===== src/rtl/wdog_pkg.sv =====
package wdog_pkg;

  // register map
  localparam logic [1:0] ADDR_FREQ = 2'd0;
  localparam logic [1:0] ADDR_CTRL = 2'd1;
  localparam logic [1:0] ADDR_ID   = 2'd2;

  // control byte bit positions
  localparam int unsigned CTRL_SEL_BIT  = 7;
  localparam int unsigned CTRL_RUN_BIT  = 6;
  localparam int unsigned CTRL_FLAG_BIT = 5;

  // frequency byte bit positions
  localparam int unsigned FREQ_FB_BIT = 7;

  localparam int unsigned CODE_W = 5;

  localparam logic [CODE_W-1:0] SAFE_RST = 5'b00010;

  // identity fields
  localparam logic [1:0] ID_MASTER    = 2'b01;
  localparam logic [1:0] ID_SUB       = 2'b10;
  localparam logic [1:0] ID_MASTER_RV = 2'b00;
  localparam logic [1:0] ID_SUB_RV    = 2'b00;
  localparam logic [7:0] ID_VALUE     = {ID_MASTER, ID_SUB, ID_MASTER_RV, ID_SUB_RV};

  typedef struct packed {
    logic start;
    logic stop;
  } wd_cmd_t;

endpackage


===== src/rtl/wdog_rst_sync.sv =====
module wdog_rst_sync (
  input  logic clk,
  input  logic rst_n_in,
  output logic rst_n_out
);

  logic stage1_q;
  logic stage2_q;

  always_ff @(posedge clk or negedge rst_n_in) begin
    if (!rst_n_in) begin
      stage1_q <= 1'b0;
      stage2_q <= 1'b0;
    end else begin
      stage1_q <= 1'b1;
      stage2_q <= stage1_q;
    end
  end

  assign rst_n_out = stage2_q;

endmodule


===== src/rtl/wdog_tick_gen.sv =====
module wdog_tick_gen #(
  parameter int unsigned DIV = 4
) (
  input  logic clk,
  input  logic rst_n,
  input  logic clear,
  input  logic run,
  output logic tick
);

  localparam int unsigned PRE_W = (DIV > 1) ? $clog2(DIV) : 1;
  localparam logic [PRE_W-1:0] LAST = PRE_W'(DIV - 1);
  localparam logic [PRE_W-1:0] STEP = PRE_W'(1);

  logic [PRE_W-1:0] pre_q;
  logic [PRE_W-1:0] pre_d;
  logic             pre_en;

  assign tick = run && (pre_q == LAST);

  always_comb begin
    pre_en = clear || run;
    if (clear) begin
      pre_d = '0;
    end else if (tick) begin
      pre_d = '0;
    end else begin
      pre_d = pre_q + STEP;
    end
  end

  always_ff @(posedge clk or negedge rst_n) begin
    if (!rst_n) begin
      pre_q <= '0;
    end else if (pre_en) begin
      pre_q <= pre_d;
    end
  end

endmodule


===== src/rtl/wdog_count.sv =====
module wdog_count #(
  parameter int unsigned TICKS = 5,
  parameter int unsigned CNT_W = 3
) (
  input  logic             clk,
  input  logic             rst_n,
  input  logic             start,
  input  logic             stop,
  input  logic             tick,
  output logic             running,
  output logic             flag,
  output logic             expire,
  output logic [CNT_W-1:0] cnt
);

  localparam logic [CNT_W-1:0] LOAD = CNT_W'(TICKS);
  localparam logic [CNT_W-1:0] ONE  = CNT_W'(1);

  logic [CNT_W-1:0] cnt_q, cnt_d;
  logic             run_q, run_d;
  logic             flag_q, flag_d;
  logic             upd_en;

  always_comb begin
    cnt_d  = cnt_q;
    run_d  = run_q;
    flag_d = flag_q;
    expire = 1'b0;
    upd_en = start || stop || (run_q && tick);
    if (start) begin
      cnt_d  = LOAD;
      run_d  = 1'b1;
      flag_d = 1'b0;
    end else if (stop) begin
      run_d = 1'b0;
    end else if (run_q && tick) begin
      if (cnt_q == ONE) begin
        cnt_d  = '0;
        run_d  = 1'b0;
        flag_d = 1'b1;
        expire = 1'b1;
      end else begin
        cnt_d = cnt_q - ONE;
      end
    end
  end

  always_ff @(posedge clk or negedge rst_n) begin
    if (!rst_n) begin
      cnt_q  <= '0;
      run_q  <= 1'b0;
      flag_q <= 1'b0;
    end else if (upd_en) begin
      cnt_q  <= cnt_d;
      run_q  <= run_d;
      flag_q <= flag_d;
    end
  end

  assign running = run_q;
  assign flag    = flag_q;
  assign cnt     = cnt_q;

endmodule


===== src/rtl/wdog_regs.sv =====
module wdog_regs
  import wdog_pkg::*;
(
  input  logic              clk,
  input  logic              rst_n,
  input  logic              strap,
  input  logic [1:0]        addr,
  input  logic              wr,
  input  logic [7:0]        wdata,
  input  logic              expire,
  input  logic              running,
  input  logic              flag,
  output wd_cmd_t           cmd,
  output logic [7:0]        rdata,
  output logic [CODE_W-1:0] freq_code,
  output logic [CODE_W-1:0] safe_code,
  output logic              fb_en,
  output logic              sel_24m
);

  logic              wr_freq, wr_ctrl;
  logic              fb_q, fb_d;
  logic [CODE_W-1:0] freq_q, freq_d;
  logic [CODE_W-1:0] safe_q, safe_d;
  logic              sel_q, sel_d;
  logic              pend_q;
  logic              freq_en, ctrl_en, sel_en;
  logic              sel_eff;
  logic              wdata_unused;

  assign wdata_unused = wdata[CTRL_FLAG_BIT];

  assign wr_freq = wr && (addr == ADDR_FREQ);
  assign wr_ctrl = wr && (addr == ADDR_CTRL);

  always_comb begin
    cmd.start = wr_ctrl &&  wdata[CTRL_RUN_BIT];
    cmd.stop  = wr_ctrl && !wdata[CTRL_RUN_BIT];
  end

  // frequency register: software write, then fallback load on top
  always_comb begin
    fb_d    = fb_q;
    freq_d  = freq_q;
    freq_en = wr_freq || (expire && fb_q);
    if (wr_freq) begin
      fb_d   = wdata[FREQ_FB_BIT];
      freq_d = wdata[CODE_W-1:0];
    end
    if (expire && fb_q) begin
      freq_d = safe_q;
    end
  end

  // control register writable fields
  always_comb begin
    ctrl_en = wr_ctrl;
    safe_d  = wdata[CODE_W-1:0];
    sel_en  = wr_ctrl || pend_q;
    if (wr_ctrl) begin
      sel_d = wdata[CTRL_SEL_BIT];
    end else begin
      sel_d = strap;
    end
  end

  always_ff @(posedge clk or negedge rst_n) begin
    if (!rst_n) begin
      fb_q   <= 1'b0;
      freq_q <= '0;
    end else if (freq_en) begin
      fb_q   <= fb_d;
      freq_q <= freq_d;
    end
  end

  always_ff @(posedge clk or negedge rst_n) begin
    if (!rst_n) begin
      safe_q <= SAFE_RST;
    end else if (ctrl_en) begin
      safe_q <= safe_d;
    end
  end

  always_ff @(posedge clk or negedge rst_n) begin
    if (!rst_n) begin
      sel_q <= 1'b0;
    end else if (sel_en) begin
      sel_q <= sel_d;
    end
  end

  always_ff @(posedge clk or negedge rst_n) begin
    if (!rst_n) begin
      pend_q <= 1'b1;
    end else begin
      pend_q <= 1'b0;
    end
  end

  assign sel_eff = pend_q ? strap : sel_q;

  always_comb begin
    case (addr)
      ADDR_FREQ: rdata = {fb_q, 2'b00, freq_q};
      ADDR_CTRL: rdata = {sel_eff, running, flag, safe_q};
      ADDR_ID:   rdata = ID_VALUE;
      default:   rdata = 8'h00;
    endcase
  end

  assign freq_code = freq_q;
  assign safe_code = safe_q;
  assign fb_en     = fb_q;
  assign sel_24m   = sel_eff;

endmodule


===== src/rtl/wdog_safe_freq.sv =====
module wdog_safe_freq
  import wdog_pkg::*;
#(
  parameter int unsigned PRESCALE_DIV  = 4,
  parameter int unsigned TIMEOUT_TICKS = 5
) (
  input  logic        clk,
  input  logic        rst_n,
  input  logic        strap_sel24,
  input  logic [1:0]  reg_addr,
  input  logic        reg_wr,
  input  logic [7:0]  reg_wdata,
  output logic [7:0]  reg_rdata,
  output logic [4:0]  freq_code,
  output logic        sel_24m
);

  localparam int unsigned CNT_W = $clog2(TIMEOUT_TICKS + 1);

  logic              rst_sync_n;
  wd_cmd_t           cmd;
  logic              wd_start, wd_stop;
  logic              wd_tick, wd_run, wd_flag, wd_expire;
  logic [CNT_W-1:0]  wd_cnt;
  logic [CODE_W-1:0] safe_code;
  logic              fb_en;

  assign wd_start = cmd.start;
  assign wd_stop  = cmd.stop;

  wdog_rst_sync rst_sync_i (
    .clk       (clk),
    .rst_n_in  (rst_n),
    .rst_n_out (rst_sync_n)
  );

  wdog_tick_gen #(.DIV(PRESCALE_DIV)) tick_i (
    .clk   (clk),
    .rst_n (rst_sync_n),
    .clear (wd_start),
    .run   (wd_run),
    .tick  (wd_tick)
  );

  wdog_count #(.TICKS(TIMEOUT_TICKS), .CNT_W(CNT_W)) count_i (
    .clk     (clk),
    .rst_n   (rst_sync_n),
    .start   (wd_start),
    .stop    (wd_stop),
    .tick    (wd_tick),
    .running (wd_run),
    .flag    (wd_flag),
    .expire  (wd_expire),
    .cnt     (wd_cnt)
  );

  wdog_regs regs_i (
    .clk       (clk),
    .rst_n     (rst_sync_n),
    .strap     (strap_sel24),
    .addr      (reg_addr),
    .wr        (reg_wr),
    .wdata     (reg_wdata),
    .expire    (wd_expire),
    .running   (wd_run),
    .flag      (wd_flag),
    .cmd       (cmd),
    .rdata     (reg_rdata),
    .freq_code (freq_code),
    .safe_code (safe_code),
    .fb_en     (fb_en),
    .sel_24m   (sel_24m)
  );

endmodule


===== config.mk =====
export PLATFORM = sky130hd
export DESIGN_NAME = wdog_safe_freq
export DESIGN_NICKNAME = d
export VERILOG_FILES = /design/src/rtl/wdog_pkg.sv /design/src/rtl/wdog_rst_sync.sv /design/src/rtl/wdog_tick_gen.sv /design/src/rtl/wdog_count.sv /design/src/rtl/wdog_regs.sv /design/src/rtl/wdog_safe_freq.sv
export SDC_FILE = /design/constraint.sdc
export NUM_CORES = 1
export LEC_CHECK = 0
export CORE_MARGIN = 4
export CORE_UTILIZATION = 46
export DETAILED_ROUTE_END_ITERATION = 7
export GPL_ROUTABILITY_DRIVEN = 0
export GPL_TIMING_DRIVEN = 0
export PLACE_DENSITY = 0.75
export SETUP_SLACK_MARGIN = 0.15
export SYNTH_ARGS = -nofsm -noshare
export SYNTH_HDL_FRONTEND = slang
export SYNTH_SLANG_ARGS = --single-unit

===== constraint.sdc =====
create_clock -name clk -period 1.3 [get_ports clk]
set_input_delay 0.26 -clock clk [delete_from_list [all_inputs] [get_ports clk]]
set_output_delay 0.26 -clock clk [all_outputs]
set_load 0.01 [all_outputs]

==> impl_metrics.toml <==
[run_status]
outcome = "finished, violations left"
violations = "negative setup slack"

[placement]
hpwlAfterDp_um = 1888
place_worst_setup_slack_ns = -0.7895
port-buffer-count = 26

[detailed_routing]
drc_errors = 0
drt-initial-drc-count = 49
num_vias = 1040
detailedRoute.firstPassIterationCount = 4
route.detailed.wl_per_inst_um = 16.08
drtAntennaViolNets = 0
routed_wirelength_um = 3167
viasPerCell = 5.279

[sta]
report.final.slew_viol_count = 0
final_hold_viol_count = 0
final_critical_path_setup_slack_ns = -0.4256
setup-violations-final = 13
timing.fmax_ghz = 0.5795
timing_worst_slew_pin_value_ns = 0.8139
post-route-min-period_ns = 1.726
max_slew_margin_pct = 45.74
finalCritPeriodShare_pct = 132.7
grt_setup_unrepaired = "yes"
timing.clock.skew_ns = 0.002324

[critical_path]
worst-endpoint-required_ns = 1.04
setup.worst_path.end_class = "primary output"
timing.rr.start = "count_i.cnt[1]"
ff2ff_setup_slack_ns = -0.13
r2r_end = "regs_i.freq_code[3]"
critical_path.cell_chain = "mux2_4 -> mux2i_1 -> nor2_1 -> buf_2"
critical_path.startpoint_type = "flip-flop"
timing.setup.critical_path_class = "reg2out"
number_of_cells_on_the_worst_reg_to_reg_path = 5
critical_path.slowest_cell = "dfstp_2"
critPathCapture = "reg_rdata[7]"
critPathMaxFanout = 2
worst_setup_path_startpoint = "regs_i.pend_q"
critPathMaxStageDelay_ns = 0.55
critPathArrivalTime_ns = 1.47

[die]
rows = 18
dieArea_mm2 = 0.003474
die_h_um = 58.94
pin_count = 28
fp.coreArea_mm2 = 0.002477
initial_utilization_pct = 48.18
die-width_um = 58.94

[grt]
global_route_wire_length_before_repair_um = 5050
grt.total_usage_pct = 19.28
grt.overflow.total = 0
grt_max_degree = 21
initial_antenna_violation_count = 0
vias_in_the_first_global_route = 1127

[final_layout]
finalNetCount = 185
filler_cell_count = 161
antenna-diode-count = 0
drive_above_1_share_pct = 49.10
flow.area_growth_from_synthesis_pct = 53.88

[run]
cap_viol_max_count = 0

[clock_network]
sink_count_of_the_clock_tree = 22
cts_max_path_buffers = 2
clock_buffers_created_by_tritoncts = 3
holdBufCountCts = 0
clock_latency_ns = 0.30
h_tree_level_count = 1
cts.clk_slew.worst_paths_ns = 0.12
cts-root-buf = "clkbuf_4"
tritoncts = "built"

[logic_synthesis]
sequential_to_total_area_share_from_yosys_stat_pct = 46.33
yosysWarnings = 0
netlist-cell-type-count = 33
mappedNetlistNets = 123
ys_ff_latch = 22
synth_cells = 106
synth.cell_area_mm2 = 0.001194
post_synth.cell_area_avg_um2 = 11.26

[pwr]
cellPowerDensity_mw_per_mm2 = 1379
total_power_of_the_final_layout_uw = 2533
p_leak_uw = 0.0009332
ir_worst_vdd_uv = 916.7

[worst_hold_path]
min_path_type = "in2async"
## flip-flops by register name, indices dropped and copies added (netlist names)
signal / flops
count_i.running: 1
regs_i.sel_q: 1
regs_i.safe_code: 5
regs_i.fb_en: 1
rst_sync_i.stage1_q: 1
tick_i.pre_q: 2
regs_i.pend_q: 1
regs_i.freq_code: 5
count_i.flag: 1
rst_sync_i.rst_n_out: 1
count_i.cnt: 3
## layer usage
layer	vias to the layer above	GRT usage [%]	routed length, um
met5	-	0	0
met4	0	11.00	66
met3	8	2.632	152
met1	523	22.99	1303
li1	484	-	-
met2	25	32.97	1645
## cell families (layout without fill, tap and decap cells)
| kind of cell | count (synthesis) | in the layout | share of synthesized area (%) |
|---|---|---|---|
| AOI/OAI and AO/OA | 11 | 11 | 6.604 |
| muxes | 19 | 19 | 18.76 |
| DFF | 22 | 22 | 46.33 |
| and+or+nand+nor | 43 | 43 | 20.65 |
| adders and majority gates | 3 | 3 | 3.145 |
| other | 2 | 2 | 0.6292 |
| buffers and inverters | 6 | 67 | 3.878 |
## cell type report
class | count | area, um2 | share of cell area [%]
Multi-Input combinational cell | 78 | 676.9 | 36.85
Tap cell | 30 | 37.54 | 2.044
Inverter | 2 | 7.507 | 0.4087
Buffer | 4 | 38.79 | 2.112
Timing Repair Buffer | 57 | 485.5 | 26.43
Sequential cell | 22 | 554.3 | 30.18
Clock buffer | 4 | 36.28 | 1.975
## placed cells by master, fill, tap and decap left out, types with 3 or more instances in the layout
| cell type | count |
|---|---|
| mux2_1 | 5 |
| buf_6 | 15 |
| nor2_1 | 12 |
| mux2i_1 | 7 |
| nand2_1 | 16 |
| clkdlybuf4s50_1 | 9 |
| a21o_1 | 3 |
| ha_4 | 3 |
| buf_4 | 22 |
| dfrtp_1 | 19 |
| buf_2 | 12 |
| clkbuf_4 | 3 |
| mux2_4 | 7 |
## synth_stat cells
master,n,area share [%]
dfrtp_1,20,42
nand2_1,17,5.3
nor2_1,13,4.1
mux2i_1,7,5.9
mux2_1,5,4.7
mux2_4,5,6.3
a21o_1,3,1.9
buf_6,3,2.8
ha_1,3,3.1
a21oi_1,2,0.84
conb_1,2,0.63
dfstp_2,2,4.4
inv_1,2,0.63
mux2_2,2,1.9
nor2b_1,2,1.0
a21oi_2,1,0.73
a311oi_1,1,0.73
a31oi_1,1,0.52
and2_2,1,0.63
and2b_1,1,0.63
and3b_1,1,0.73
and4b_1,1,0.84
buf_2,1,0.42
nand2b_1,1,0.52
nand3b_1,1,0.63
nand3b_4,1,1.7
nand4_4,1,1.8
nor3b_4,1,1.6
o2111a_1,1,0.94
o21ai_0,1,0.42
o22ai_1,1,0.52
or3_1,1,0.52
or4_1,1,0.63
## worst max-delay path: cells and delay by family, from the launching register on
kind / cells / cell delay (ns)
mux: 2 / 0.43
flops: 1 / 0.55
buf+inv: 1 / 0.13
simple gates: 1 / 0.06
## how the worst min path moves through the flow
stage,from,end,slack [ns]
after floorplan,rst_n,rst_sync_i.rst_n_out,-0.04
after global placement,rst_sync_i.stage1_q,rst_sync_i.rst_n_out,0.34
after detailed placement,rst_sync_i.stage1_q,rst_sync_i.rst_n_out,0.34
after CTS,rst_n,rst_sync_i.stage1_q,0.09
after global routing,rst_n,rst_sync_i.rst_n_out,0.08
final,rst_n,rst_sync_i.stage1_q,0.1
## report_power, final
| group | leakage (uW) | switching, uW | internal (uW) |
|---|---|---|---|
| Combinational | 0.000652 | 459 | 708 |
| Sequential | 0.000260 | 146 | 847 |
| Clock | 0.0000210 | 202 | 171 |
| Total | 0.000933 | 807 | 1730 |
## repair_timing
item | 4_1_cts | 5_1_grt
pin swaps | 11 | 10
setup buffers | 21 | 9
endpoints found under the setup margin | 28 | 26
resized for setup | 83 | 14
cloned | 1 | 0
## per-stage QoR
step | cell area, um2 | utilization (%) | TNS [ns] | hold WS, ns | cells
final | 1837 | 74.14 | -1.701 | 0.09892 | 197
after global routing | 1837 | 74.14 | -2.473 | 0.08178 | 197
after CTS | 1714 | 69.19 | -1.557 | 0.09131 | 188
after detailed placement | 1508 | 60.86 | -13.63 | 0.3362 | 162
after global placement | 1508 | 60.86 | -13.08 | 0.3380 | 162
after floorplan | 1210 | - | -0.3715 | -0.03559 | 106
No activity file was read; power rests on OpenSTA's default activity.
